### src/rtl/rgap_pkg.sv
package rgap_pkg;
  localparam int unsigned NUM_CAND      = 4;
  localparam int unsigned MUL_SHIFT_MAX = 4;
  localparam int unsigned EN_MAP_W      = 7;
  localparam int unsigned EN_BIT_RD     = 5;
  localparam int unsigned EN_BIT_WR     = 6;

  typedef enum logic [1:0] {
    CK_RD   = 2'd0,
    CK_WR   = 2'd1,
    CK_TURN = 2'd2,
    CK_XREG = 2'd3
  } cand_kind_e;

  typedef enum logic [1:0] {
    MUL_X1  = 2'b00,
    MUL_X4  = 2'b01,
    MUL_X8  = 2'b10,
    MUL_X16 = 2'b11
  } mul_code_e;

  function automatic logic [2:0] mul_shift(input logic [1:0] code);
    case (mul_code_e'(code))
      MUL_X1:  return 3'd0;
      MUL_X4:  return 3'd2;
      MUL_X8:  return 3'd3;
      default: return 3'd4;
    endcase
  endfunction
endpackage

### src/rtl/rgap_cand.sv
module rgap_cand
  import rgap_pkg::*;
#(
  parameter int unsigned PW = 4,
  localparam int unsigned CW = PW + MUL_SHIFT_MAX
) (
  input  logic                            prev_write,
  input  logic                            next_write,
  input  logic                            region_chg,
  input  logic [PW-1:0]                   fld_rd,
  input  logic [PW-1:0]                   fld_wr,
  input  logic [PW-1:0]                   fld_turn,
  input  logic [PW-1:0]                   fld_xreg,
  input  logic [1:0]                      mult_code,
  input  logic                            scale_rd,
  input  logic                            scale_wr,
  output logic [NUM_CAND-1:0][CW-1:0]     cand
);
  logic [PW-1:0]       raw      [NUM_CAND];
  logic [NUM_CAND-1:0] applies;
  logic [NUM_CAND-1:0] scale_on;
  logic [2:0]          sh;

  always_comb begin
    sh                = mul_shift(mult_code);
    raw[CK_RD]        = fld_rd;
    raw[CK_WR]        = fld_wr;
    raw[CK_TURN]      = fld_turn;
    raw[CK_XREG]      = fld_xreg;
    applies[CK_RD]    = !prev_write;
    applies[CK_WR]    = prev_write;
    applies[CK_TURN]  = prev_write != next_write;
    applies[CK_XREG]  = region_chg;
    scale_on[CK_RD]   = scale_rd;
    scale_on[CK_WR]   = scale_wr;
    scale_on[CK_TURN] = 1'b1;
    scale_on[CK_XREG] = 1'b1;
  end

  for (genvar k = 0; k < NUM_CAND; k++) begin : g_cand
    logic [CW-1:0] wide;
    logic [CW-1:0] scaled;
    assign wide    = {{(CW-PW){1'b0}}, raw[k]};
    assign scaled  = scale_on[k] ? (wide << sh) : wide;
    assign cand[k] = applies[k] ? scaled : '0;
  end
endmodule

### src/rtl/rgap_max.sv
module rgap_max #(
  parameter int unsigned N = 4,
  parameter int unsigned W = 8
) (
  input  logic [N-1:0][W-1:0] din,
  output logic [W-1:0]        dmax
);
  always_comb begin
    dmax = '0;
    for (int i = 0; i < N; i++) begin
      if (din[i] > dmax) dmax = din[i];
    end
  end
endmodule

### src/rtl/rgap_timer.sv
module rgap_timer #(
  parameter int unsigned CW = 8
) (
  input  logic          clk,
  input  logic          rst_n,
  input  logic          restart,
  input  logic          count_en,
  output logic [CW-1:0] elapsed
);
  localparam logic [CW-1:0] TOP = '1;

  always_ff @(posedge clk or negedge rst_n) begin
    if (!rst_n) begin
      elapsed <= '0;
    end else if (restart) begin
      elapsed <= '0;
    end else if (count_en && elapsed != TOP) begin
      elapsed <= elapsed + 1'b1;
    end
  end
endmodule

### src/rtl/recov_gap_ctl.sv
module recov_gap_ctl
  import rgap_pkg::*;
#(
  parameter int unsigned NREG = 4,
  parameter int unsigned PW   = 4,
  localparam int unsigned RW  = (NREG > 1) ? $clog2(NREG) : 1,
  localparam int unsigned FW  = NREG * PW,
  localparam int unsigned CW  = PW + MUL_SHIFT_MAX
) (
  input  logic                clk,
  input  logic                rst_n,
  input  logic                req_valid,
  output logic                req_ready,
  input  logic                req_write,
  input  logic [RW-1:0]       req_region,
  input  logic                acc_done,
  input  logic [FW-1:0]       rd_rec,
  input  logic [FW-1:0]       wr_rec,
  input  logic [FW-1:0]       turn_rec,
  input  logic [FW-1:0]       xreg_rec,
  input  logic [1:0]          mult_code,
  input  logic [EN_MAP_W-1:0] mult_en
);
  logic          busy_q;
  logic          has_prev_q;
  logic          prev_write_q;
  logic [RW-1:0] prev_region_q;
  logic          accept;
  logic          closing;

  logic [PW-1:0] rd_a   [NREG];
  logic [PW-1:0] wr_a   [NREG];
  logic [PW-1:0] turn_a [NREG];
  logic [PW-1:0] xreg_a [NREG];

  logic [NUM_CAND-1:0][CW-1:0] cand_w;
  logic [CW-1:0]               gap_w;
  logic [CW-1:0]               elapsed_w;
  logic                        unused_map_bits;

  for (genvar g = 0; g < NREG; g++) begin : g_split
    assign rd_a[g]   = rd_rec[g*PW +: PW];
    assign wr_a[g]   = wr_rec[g*PW +: PW];
    assign turn_a[g] = turn_rec[g*PW +: PW];
    assign xreg_a[g] = xreg_rec[g*PW +: PW];
  end

  assign unused_map_bits = ^mult_en[EN_BIT_RD-1:0];

  rgap_cand #(.PW(PW)) u_cand (
    .prev_write (prev_write_q),
    .next_write (req_write),
    .region_chg (req_region != prev_region_q),
    .fld_rd     (rd_a[prev_region_q]),
    .fld_wr     (wr_a[prev_region_q]),
    .fld_turn   (turn_a[prev_region_q]),
    .fld_xreg   (xreg_a[prev_region_q]),
    .mult_code  (mult_code),
    .scale_rd   (mult_en[EN_BIT_RD]),
    .scale_wr   (mult_en[EN_BIT_WR]),
    .cand       (cand_w)
  );

  rgap_max #(.N(NUM_CAND), .W(CW)) u_max (
    .din  (cand_w),
    .dmax (gap_w)
  );

  rgap_timer #(.CW(CW)) u_timer (
    .clk      (clk),
    .rst_n    (rst_n),
    .restart  (closing),
    .count_en (!busy_q),
    .elapsed  (elapsed_w)
  );

  assign req_ready = !busy_q && (!has_prev_q || elapsed_w >= gap_w);
  assign accept    = req_valid && req_ready;
  assign closing   = busy_q && acc_done;

  always_ff @(posedge clk or negedge rst_n) begin
    if (!rst_n) begin
      busy_q        <= 1'b0;
      has_prev_q    <= 1'b0;
      prev_write_q  <= 1'b0;
      prev_region_q <= '0;
    end else if (accept) begin
      busy_q        <= 1'b1;
      has_prev_q    <= 1'b1;
      prev_write_q  <= req_write;
      prev_region_q <= req_region;
    end else if (closing) begin
      busy_q        <= 1'b0;
    end
  end
endmodule

### config.mk
export PLATFORM = sky130hd
export DESIGN_NAME = recov_gap_ctl
export DESIGN_NICKNAME = d
export VERILOG_FILES = /design/src/rtl/rgap_pkg.sv /design/src/rtl/rgap_cand.sv /design/src/rtl/rgap_max.sv /design/src/rtl/rgap_timer.sv /design/src/rtl/recov_gap_ctl.sv
export SDC_FILE = /design/constraint.sdc
export NUM_CORES = 1
export LEC_CHECK = 0
export ABC_AREA = 0
export BUFFER_PORTS_ARGS = -buffer_cell sky130_fd_sc_hd__buf_2
export CELL_PAD_IN_SITES_DETAIL_PLACEMENT = 0
export CELL_PAD_IN_SITES_GLOBAL_PLACEMENT = 2
export CORE_MARGIN = 2
export CORE_UTILIZATION = 29
export CTS_BUF_LIST = sky130_fd_sc_hd__clkbuf_4 sky130_fd_sc_hd__clkbuf_8
export DETAILED_ROUTE_END_ITERATION = 16
export PLACE_DENSITY_LB_ADDON = 0.1
export SYNTH_ARGS = -nofsm -noshare
export SYNTH_HDL_FRONTEND = slang
export SYNTH_SLANG_ARGS = --single-unit
### constraint.sdc
create_clock -name clk -period 7.73 [get_ports clk]
set_clock_uncertainty 0.05 [all_clocks]
set_input_delay 0.3865 -clock clk [delete_from_list [all_inputs] [get_ports clk]]
set_output_delay 0.3865 -clock clk [all_outputs]
set_load 0.01 [all_outputs]
==> results of run 1 <==
-- area by class of cell --
type / instances / share of cell area, %
Multi-Input combinational cell: 341 / 62.52
Timing Repair Buffer: 174 / 24.65
Sequential cell: 13 / 6.713
Tap cell: 140 / 3.587
Inverter: 20 / 1.537
Clock buffer: 4 / 0.9992
-- logic make-up (layout without fill, tap and decap cells) --
logic type / after synthesis / in the layout
simple gates: 145 / 145
compound gates: 108 / 108
mux: 44 / 44
buf+inv: 41 / 198
fa+ha+maj: 35 / 35
flops: 13 / 13
xor+xnor: 9 / 9
-- critical path, delay by kind of cell, from the launching register on --
family                     cells  cell delay (ps)
muxes                          3             1210
buffers and inverters          4              550
adders and majority gates      4              900
AOI/OAI and AO/OA             10             2290
and+or+nand+nor               11             1600
DFF                            1              420
-- flip-flops by register name, summed over array words and instances, names as in the netlist --
signal / flops
prev_write_q: 1
busy_q: 1
has_prev_q: 1
prev_region_q: 2
u_timer.elapsed: 8
-- final timing paths --
kind                                        from                  to  cells after the start  slack, ps
worst max-delay path            prev_region_q[1]           req_ready                     32         50
worst min-delay path                    acc_done              busy_q                      2        300
worst max register to register  prev_region_q[1]        prev_write_q                     33        280
worst min register to register        has_prev_q          has_prev_q                      1        450
max in group asynchronous                  rst_n    prev_region_q[0]                      2       6870
min in group asynchronous                  rst_n  u_timer.elapsed[5]                      2        510
-- routing by layer --
metal	global-route usage [%]	part of all wire (%)	vias up
li1	-	-	1831
met1	28.91	49	1776
met2	31.14	45	118
met3	1.853	4.9	8
met4	2.106	0.85	0
met5	0	0	-
-- Yosys cell counts, types with 2 or more instances --
cell / count / area share (%)
a211o_1: 3 / 0.82
a211oi_1: 2 / 0.47
a21boi_0: 2 / 0.47
a21o_1: 9 / 2.1
a21oi_1: 26 / 4.1
a22o_1: 2 / 0.55
a22oi_1: 7 / 1.6
a31oi_1: 5 / 0.98
a32o_1: 2 / 0.63
and2_1: 9 / 1.8
and3_1: 2 / 0.39
buf_1: 2 / 0.24
buf_2: 2 / 0.31
buf_6: 3 / 1.1
clkbuf_1: 12 / 1.4
dfrtp_1: 13 / 10
ha_1: 35 / 14
inv_1: 18 / 2.1
mux2_2: 9 / 3.2
mux2i_1: 16 / 5.0
mux4_1: 4 / 3.3
mux4_2: 15 / 11
nand2_1: 42 / 4.9
nand2b_1: 6 / 1.2
nand3_1: 18 / 2.8
nand3_2: 2 / 0.63
nand3b_1: 2 / 0.47
nand4_1: 7 / 1.4
nand4b_1: 2 / 0.55
nor2_1: 28 / 3.3
nor2b_1: 8 / 1.6
nor3_1: 12 / 1.9
o211ai_1: 3 / 0.70
o21a_1: 2 / 0.47
o21ai_0: 18 / 2.8
o21bai_1: 2 / 0.47
o221ai_1: 3 / 0.82
o22ai_1: 6 / 1.2
o31ai_1: 5 / 1.2
o32ai_1: 3 / 0.82
xnor2_1: 3 / 0.82
xor2_1: 6 / 1.6
-- metrics by stage --
stage	utilization, %	cell area, sq um
finish	45.25	4883
global route	45.25	4883
CTS	40.18	4337
detailed placement	38.62	4168
global placement	38.62	4168
floorplan	-	3196
-- what timing repair did --
item                       in CTS  in global routing
hold buffers                    1                  0
pin swaps                       3                 38
hold endpoints to repair       13                  0
cloned                          1                  2
setup buffers                   4                 20
gates resized for setup        17                 72
setup endpoints to repair       4                  6
==> metrics.md, run 1 <==
| Metric | Value |
|---|---|
| # nets final | `668` |
| Register area share after synthesis | `10.18%` |
| Root cell of the clock tree | `clkbuf_8` |
| Routability cong. | `0.8667` |
| CP max FO | `6` |
| Area growth, synth to finish | `52.82%` |
| Placement Setup Slack | `-164.5 ps` |
| Simple-gate share of the synthesized area | `22.87%` |
| Crit path kind | `reg2out` |
| CTS clk-pin slew, worst paths | `60 ps` |
| H-tree levels | `1` |
| Run status | `completed` |
| Total CTS buffers | `3` |
| FMAX | `130.3 MHz` |
| Max_cap viols | `0` |
| # setup viols final | `0` |
| Critical Path AT | `7240 ps` |
| Ys flop type | `dfrtp_1` |
| Largest family of logic cells by synthesized area | `simple AND/OR/NAND/NOR gates` |
| Largest stage delay, worst path | `580 ps` |
| Drt pass-1 iters | `4` |
| All-Layer GR Usage | `19.39%` |
| Post-synthesis cell area | `3196 sq um` |
| Port Buffers | `75` |
| Flops & latches, synth | `13` |
| Clock Tree Buf Depth | `2` |
| Most frequent cell on the critical path | `ha_1` |
| Most frequent cells in the layout | `buf_4, buf_2, nand2_1` |
| Net Count, Synth | `510` |
| Share of cells above drive strength 1 | `48.55%` |
| Post-synth EDFFs | `0` |
| Slew HR | `44.04%` |
| Setup_tns | `0 ps` |
| Chip height | `109.0 um` |
| Yosys warnings | `0` |
| Hold WC Path Type | `in2reg` |
| Fin cells | `692` |
| Multi-input gate area | `3053 sq um` |
| Core area | `10,790 sq um` |
| FF+latch area | `327.8 sq um` |
| Mux contribution to synthesized area | `22.04%` |
| Vias per cell | `5.395` |
| Slowest CP cell | `mux4_2` |
| Final hold slack | `303.0 ps` |
| Avg WL per Cell | `17.02 um` |
| Fin. Hold Viols | `0` |
| Largest net degree at the start of global routing | `14` |
| Top-Level Pins | `81` |
| Avg Synthesized Cell Area | `8.090 sq um` |
| # diodes | `0` |
| Initial antenna violation count | `0` |
| RSZ-0062 raised after global routing | `true` |
| Setup crit start kind | `register` |
| Commonest non-fill, non-tap cell in the layout | `buf_4` |
| TritonCTS clock tree | `built` |
| Clock sink count | `13` |
| Worst setup margin | `53.40 ps` |
| Fin crit period | `7677 ps` |
| Crit. End Element | `output pin` |
| XOR/XNOR Fraction of Synth Area | `2.467%` |
| Final worst path period share | `99.31%` |
| Post-route DRC | `0` |
| Vias in the first global route | `3,535` |
| Routed wire length | `11,780 um` |
| Post-route ant nets | `0` |
| Ys async rst share | `100.0%` |
| Initial Utilization | `29.61%` |
| GRT overflow | `0` |
| Die ar. | `11,870 sq um` |
| Fill cells | `1,075` |
| Max Transition Viols Final | `0` |
| Critical path required time | `7290 ps` |
| Vias | `3,733` |
| Row count | `38` |
| Die W | `109.0 um` |
| Synth Instances | `395` |
| Worst Max-Slew Pin Slew | `836.7 ps` |
| Starting DRC count in detailed routing | `182` |
| Synth Area in Compound Gates | `22.51%` |
| Post-DP HPWL | `9469 um` |
| Cell Count Post-Placement | `660` |
| First-pass GRT wire length | `18,020 um` |
| Adder-cell share of the synthesized area | `13.70%` |
| Synth unique cells | `61` |
| Skew-Pair Late Insertion Delay | `240 ps` |
Power of run 1 is not shown: default switching activity piles up to over one toggle a cycle in this logic, so the estimate is an artifact.
==> inputs of run 2 (changes only) <==
--- a/config.mk
+++ b/config.mk
@@ -6,7 +6,7 @@
 export NUM_CORES = 1
 export LEC_CHECK = 0
 export ABC_AREA = 0
-export BUFFER_PORTS_ARGS = -buffer_cell sky130_fd_sc_hd__buf_2
+export BUFFER_PORTS_ARGS = -buffer_cell sky130_fd_sc_hd__buf_4
 export CELL_PAD_IN_SITES_DETAIL_PLACEMENT = 0
 export CELL_PAD_IN_SITES_GLOBAL_PLACEMENT = 2
 export CORE_MARGIN = 2
==> metrics.md, run 2 (synthesis gave the netlist of run 1 again) <==
| Metric | Value |
|---|---|
| Run status | `completed` |
| Worst setup margin | `193.9 ps (+140.5 ps)` |
| Routed wire length | `11,660 um (-0.98%)` |
| Post-route cell area | `4776 sq um (-2.2%)` |
| Grt met3 use | `1.853% (unchanged)` |
| Layer with the highest usage | `met2` |
| Row count | `38 (unchanged)` |
| Largest register FFs | `8 (unchanged)` |
| Clock Tree Buf Depth | `2 (unchanged)` |
| Port Buffers | `75 (unchanged)` |
| Skew-Pair Late Insertion Delay | `240 ps (about the same)` |
| Placed cell area | `4198 sq um (+0.72%)` |
| Largest net degree at the start of global routing | `27 (+13)` |
| Largest stage delay, worst path | `540 ps (-40 ps)` |
| Hold WC Path Type | `in2reg` |
| Vias per cell | `5.343 (-0.95%)` |
| Chip height | `109.0 um (unchanged)` |
| # setup viols final | `0 (unchanged)` |
| Crit path kind | `reg2out` |
| Vias in the first global route | `3,417 (-3.3%)` |
| Max_cap viols | `0 (unchanged)` |
| Drt pass-1 iters | `4 (unchanged)` |
| Critical Path AT | `7100 ps (-140 ps)` |
| Initial antenna violation count | `0 (unchanged)` |
| Max Transition Viols Final | `0 (unchanged)` |
| TritonCTS clock tree | `built` |
| Setup crit start kind | `register` |
| Routability cong. | `0.8829 (+1.9%)` |
| H-tree levels | `1 (unchanged)` |
| Top reg by flops | `u_timer.elapsed` |
| Final worst path period share | `97.49% (-1.8 points)` |
| Critical path required time | `7290 ps (about the same)` |
| Final hold slack | `286.6 ps (-16.44 ps)` |
| Met2 usage | `30.61% (-0.53 points)` |
| Post-route ant nets | `0 (unchanged)` |
| Avg WL per Cell | `17.56 um (+3.2%)` |
| Total CTS buffers | `3 (unchanged)` |
| FMAX | `132.7 MHz (+1.9%)` |
| Placement Setup Slack | `-130.8 ps (+33.62 ps)` |
| Clock sink count | `13 (unchanged)` |
| Commonest non-fill, non-tap cell in the layout | `buf_4` |
| Top Registers | `u_timer.elapsed (8), prev_region_q (2)` |
| CP max FO | `13 (+7)` |
| Met1 usage | `29.29% (+0.38 points)` |
| WP buf/inv | `7 (+3)` |
| CTS clk-pin slew, worst paths | `60 ps (about the same)` |
| All-Layer GR Usage | `19.44% (+0.053 points)` |
| Area growth, synth to finish | `49.45%` |
| Initial Utilization | `29.61% (unchanged)` |
| Crit. End Element | `output pin` |
| Worst Max-Slew Pin Slew | `836.1 ps (-0.6323 ps)` |
| Die W | `109.0 um (unchanged)` |
| Slew HR | `44.09% (about the same)` |
| Vias | `3,548 (-5.0%)` |
| Core area | `10,790 sq um (unchanged)` |
| Most frequent cell on the critical path | `buf_4` |
| Most frequent cells in the layout | `buf_4, nand2_1, ha_1` |
| Slowest CP cell | `mux4_2` |
| First-pass GRT wire length | `17,950 um (-0.34%)` |
| Fin. Hold Viols | `0 (unchanged)` |
| Root cell of the clock tree | `clkbuf_8` |
| # diodes | `0 (unchanged)` |
| # nets final | `640 (-4.2%)` |
| GRT overflow | `0 (unchanged)` |
| Post-DP HPWL | `9461 um (about the same)` |
| RSZ-0062 raised after global routing | `true` |
| Starting DRC count in detailed routing | `144 (-21%)` |
| CP delay by family, top | `compound AO/OA/AOI/OAI gates` |
| Top-Level Pins | `81 (unchanged)` |
| Fin crit period | `7536 ps (-140.5 ps)` |
| Setup_tns | `0 ps (unchanged)` |
| Die ar. | `11,870 sq um (unchanged)` |
| Share of cells above drive strength 1 | `44.66% (-3.9 points)` |
| Post-route DRC | `0 (unchanged)` |
-- run 2: cell types whose count changed in the layout (fill, tap and decap cells not counted), sizes merged --
cell	before	now
inv	19	20
buf	171	144
clkinv	1	0
bufbuf	1	0
-- run 2: per-stage QoR --
stage	util, %	cells
floorplan	-	395
global placement	38.89	639
detailed placement	38.89	639
CTS	39.71	644
global route	44.25	664
finish	44.25	664
-- run 2: worst paths after layout --
check,from,endpoint,slack (ps),cells past startpoint
worst min register to register,has_prev_q,has_prev_q,450,1
max in group asynchronous,rst_n,prev_region_q[1],6980,2
worst max register to register,prev_region_q[1],prev_region_q[0],350,36
min in group asynchronous,rst_n,u_timer.elapsed[4],470,2
worst min-delay path,acc_done,busy_q,290,2
worst max-delay path,prev_region_q[1],req_ready,190,36
-- run 2: per-layer routing --
metal | vias up | routed length [um]
li1 | 1763 | -
met3 | 2 | 606
met1 | 1687 | 5784
met5 | - | 0
met4 | 0 | 23
met2 | 96 | 5246
-- run 2: area by class of cell --
type	count	area (sq um)
clock buffer	4	48.80
fill	1111	6017
inverter	20	75.07
multi-input combinational	341	2998
sequential	13	327.8
tap	140	175.2
timing repair buffer	146	1151
-- run 2: repair_timing --
| action | 4_1_cts | 5_1_grt |
|---|---|---|
| setup endpoints to repair | 4 | 6 |
| pin swaps | 0 | 30 |
| hold endpoints to repair | 13 | 0 |
| gates resized for setup | 10 | 71 |
| hold buffers | 1 | 0 |
| cloned | 0 | 1 |
| setup buffers | 0 | 19 |
-- run 2: worst reg2reg max path, delay by kind of cell, from the launching register on --
| kind | cells | cell delay [ps] |
|---|---|---|
| compound gates | 11 | 2160 |
| fa+ha+maj | 4 | 840 |
| buf+inv | 6 | 910 |
| flops | 1 | 380 |
| mux | 3 | 1270 |
| simple gates | 12 | 1640 |
Power of run 2 is left out for the same reason.
==> inputs of run 3 (changes only) <==
--- a/config.mk
+++ b/config.mk
@@ -5,12 +5,12 @@
 export SDC_FILE = /design/constraint.sdc
 export NUM_CORES = 1
 export LEC_CHECK = 0
-export ABC_AREA = 0
+export ABC_AREA = 1
 export BUFFER_PORTS_ARGS = -buffer_cell sky130_fd_sc_hd__buf_4
 export CELL_PAD_IN_SITES_DETAIL_PLACEMENT = 0
 export CELL_PAD_IN_SITES_GLOBAL_PLACEMENT = 2
 export CORE_MARGIN = 2
-export CORE_UTILIZATION = 29
+export CORE_UTILIZATION = 25
 export CTS_BUF_LIST = sky130_fd_sc_hd__clkbuf_4 sky130_fd_sc_hd__clkbuf_8
 export DETAILED_ROUTE_END_ITERATION = 16
 export PLACE_DENSITY_LB_ADDON = 0.1
==> metrics.md, run 3 <==
| Metric | Value |
|---|---|
| Fin cells | `814 (+23%)` |
| Vias per cell | `4.611 (-14%)` |
| TritonCTS clock tree | `built` |
| Max Transition Viols Final | `0 (unchanged)` |
| Starting DRC count in detailed routing | `195 (+35%)` |
| Fill cells | `1,471 (+32%)` |
| Fin. Hold Viols | `0 (unchanged)` |
| Avg WL per Cell | `13.73 um (-22%)` |
| Ys async rst share | `100.0% (unchanged)` |
| Net Count, Synth | `687 (+35%)` |
| # diodes | `0 (unchanged)` |
| Pwr/cell area | `533.9 nW/um^2` |
| Run status | `completed` |
| Setup_tns | `0 ps (unchanged)` |
| Synth Instances | `572 (+45%)` |
| Initial Utilization | `25.82% (-3.8 points)` |
| GRT overflow | `0 (unchanged)` |
| Yosys warnings | `0 (unchanged)` |
| Worst reg2reg path depth | `47 (+31%)` |
| Worst setup margin | `683.8 ps (+489.9 ps)` |
| Register area share after synthesis | `9.905% (-0.28 points)` |
| First-pass GRT wire length | `18,310 um (+2.0%)` |
| Largest stage delay, worst path | `430 ps (-110 ps)` |
| Top Registers | `u_timer.elapsed (8), prev_region_q (2)` |
| Crit path kind | `reg2out` |
| Worst IR Drop VDD | `0.3480 mV` |
| Top-count cell post-synth | `nand2_1` |
| Routed wire length | `11,170 um (-4.2%)` |
| Final worst path period share | `91.15% (-6.3 points)` |
| Root cell of the clock tree | `clkbuf_8` |
| Most frequent cells in the layout | `nand2_1, nand3_1, buf_4` |
| Slew HR | `66.00% (+22 points)` |
| # setup viols final | `0 (unchanged)` |
| Hold-critical path depth | `2 (unchanged)` |
| Clock sink count | `13 (unchanged)` |
| Vias in the first global route | `3,527 (+3.2%)` |
| FMAX | `141.9 MHz (+7.0%)` |
| Ys flop type | `dfrtp_1` |
| Setup crit start kind | `register` |
| Row count | `41 (+7.9%)` |
| Initial antenna violation count | `0 (unchanged)` |
| Post-synth top area share | `22.63% (+8.9 points)` |
| Slowest CP cell | `dfrtp_1` |
| Routability cong. | `0.8330 (-5.7%)` |
| Max_cap viols | `0 (unchanged)` |
| Top-Level Pins | `81 (unchanged)` |
| Post-route ant nets | `0 (unchanged)` |
| Die ar. | `14,070 sq um (+18%)` |
| Area growth, synth to finish | `23.24%` |
| Post-route DRC | `0 (unchanged)` |
| Cell Count Post-Placement | `808 (+26%)` |
| Largest register FFs | `8 (unchanged)` |
| Post-synth top cells | `nand2_1, nand3_1, inv_1` |
| Clock Tree Buf Depth | `2 (unchanged)` |
| RSZ-0062 raised after global routing | `false` |
| H-tree levels | `1 (unchanged)` |
| Port Buffers | `75 (unchanged)` |
| Post-DP HPWL | `9529 um (+0.73%)` |
| Critical path required time | `7290 ps (about the same)` |
| Final hold slack | `293.1 ps (+6.498 ps)` |
| Vias | `3,753 (+5.8%)` |
| Hold WC Path Type | `in2reg` |
| Chip height | `118.6 um (+8.9%)` |
| Commonest non-fill, non-tap cell in the layout | `nand2_1` |
| Critical Path AT | `6610 ps (-490 ps)` |
| # nets final | `758 (+18%)` |
| Post-synth EDFFs | `0 (unchanged)` |
| Largest net degree at the start of global routing | `34 (+26%)` |
| Cell taking the most area after synthesis | `nand2_1` |
| All-Layer GR Usage | `15.72% (-3.7 points)` |
| Synth area leaders | `nand2_1, ha_1, nand3_1, dfrtp_1, inv_1` |
| Top reg by flops | `u_timer.elapsed` |
| CP max FO | `33 (+20)` |
| Crit. End Element | `output pin` |
| CTS clk-pin slew, worst paths | `60 ps (about the same)` |
| Skew-Pair Late Insertion Delay | `240 ps (about the same)` |
| Avg Synthesized Cell Area | `5.742 sq um (-29%)` |
| Post-synthesis cell area | `3284 sq um (+2.8%)` |
| Worst Max-Slew Pin Slew | `509.4 ps (-326.7 ps)` |
| Share of cells above drive strength 1 | `20.72% (-24 points)` |
| Core area | `12,720 sq um (+18%)` |
| Flops & latches, synth | `13 (unchanged)` |
| Fin crit period | `7046 ps (-489.9 ps)` |
| Placement Setup Slack | `461.5 ps (+592.4 ps)` |
| Most frequent cell on the critical path | `nand2_1` |
| Die W | `118.6 um (+8.9%)` |
| Pleak | `0.002198 uW` |
| Drt pass-1 iters | `5 (+1)` |
| Synth unique cells | `42 (-31%)` |
| Total CTS buffers | `3 (unchanged)` |
run 3: changes by cell type after synthesis, moves of 10 or more:
| cell | delta |
|---|---|
| nor2_1 | +11 |
| inv_1 | +45 |
| nand2_1 | +156 |
| a21oi_1 | -10 |
| nand3_1 | +68 |
| clkbuf_1 | -12 |
| mux4_2 | -15 |
| mux2i_1 | -15 |
run 3: layout make-up:
cell class | instances | area, sq um | area share (%)
Multi-Input combinational cell | 469 | 2536 | 62.66
Timing Repair Buffer | 86 | 651.9 | 16.11
Sequential cell | 13 | 325.3 | 8.037
Inverter | 70 | 270.3 | 6.677
Tap cell | 172 | 215.2 | 5.317
Clock buffer | 4 | 48.80 | 1.206
run 3: worst paths after layout:
kind | start | to | slack [ps]
max in group asynchronous | rst_n | u_timer.elapsed[2] | 6990
hold reg to reg | has_prev_q | has_prev_q | 400
min in group asynchronous | rst_n | has_prev_q | 480
setup reg to reg | prev_region_q[0] | busy_q | 960
hold / removal | acc_done | busy_q | 290
setup / recovery | prev_region_q[0] | req_ready | 680
run 3: stage by stage:
stage                     total power, uW  util, %  area, sq um
after floorplan                      1577        -         3284
after global placement               2064    31.21         3970
after detailed placement             2084    31.21         3970
after CTS                            2162    31.67         4029
after global routing                 2470    31.82         4048
final                                2161    31.82         4048
run 3: logic make-up after synthesis:
| logic type | Yosys count | share of synthesized area (%) |
|---|---|---|
| fa+ha+maj | 35 | 13.33 |
| xor+xnor | 4 | 1.067 |
| compound gates | 71 | 14.29 |
| mux | 1 | 0.3048 |
| buf+inv | 90 | 13.10 |
| simple gates | 358 | 48.00 |
| flops | 13 | 9.905 |
run 3: timing repair:
action,4_1_cts,5_1_grt
endpoints found under the hold margin,13,0
setup endpoints to repair,0,6
buffers inserted,0,1
gates resized for setup,0,5
hold buffers,1,0
run 3: power by group:
part           internal, uW  switching [uW]  total (uW)
sequential             96.0            28.2         124
clock                  39.9            24.1        64.0
combinational           713            1260        1970
run 3: critical path, delay by kind of cell (launching register included):
family / cells / cell delay, ps
fa+ha+maj: 4 / 1150
simple gates: 23 / 2340
buf+inv: 10 / 1210
flops: 1 / 430
compound gates: 9 / 1250
run 3: metal layers:
metal | vias up | global-route usage (%) | share of wire, % | wire length [um]
met5 | - | 0 | 0 | 0
li1 | 2014 | - | - | -
met1 | 1659 | 24.69 | 55 | 6144
met4 | 0 | 0.6696 | 0 | 0
met3 | 0 | 2.027 | 4.3 | 485
met2 | 80 | 23.64 | 41 | 4543
No activity file was read; power rests on OpenSTA's default activity.
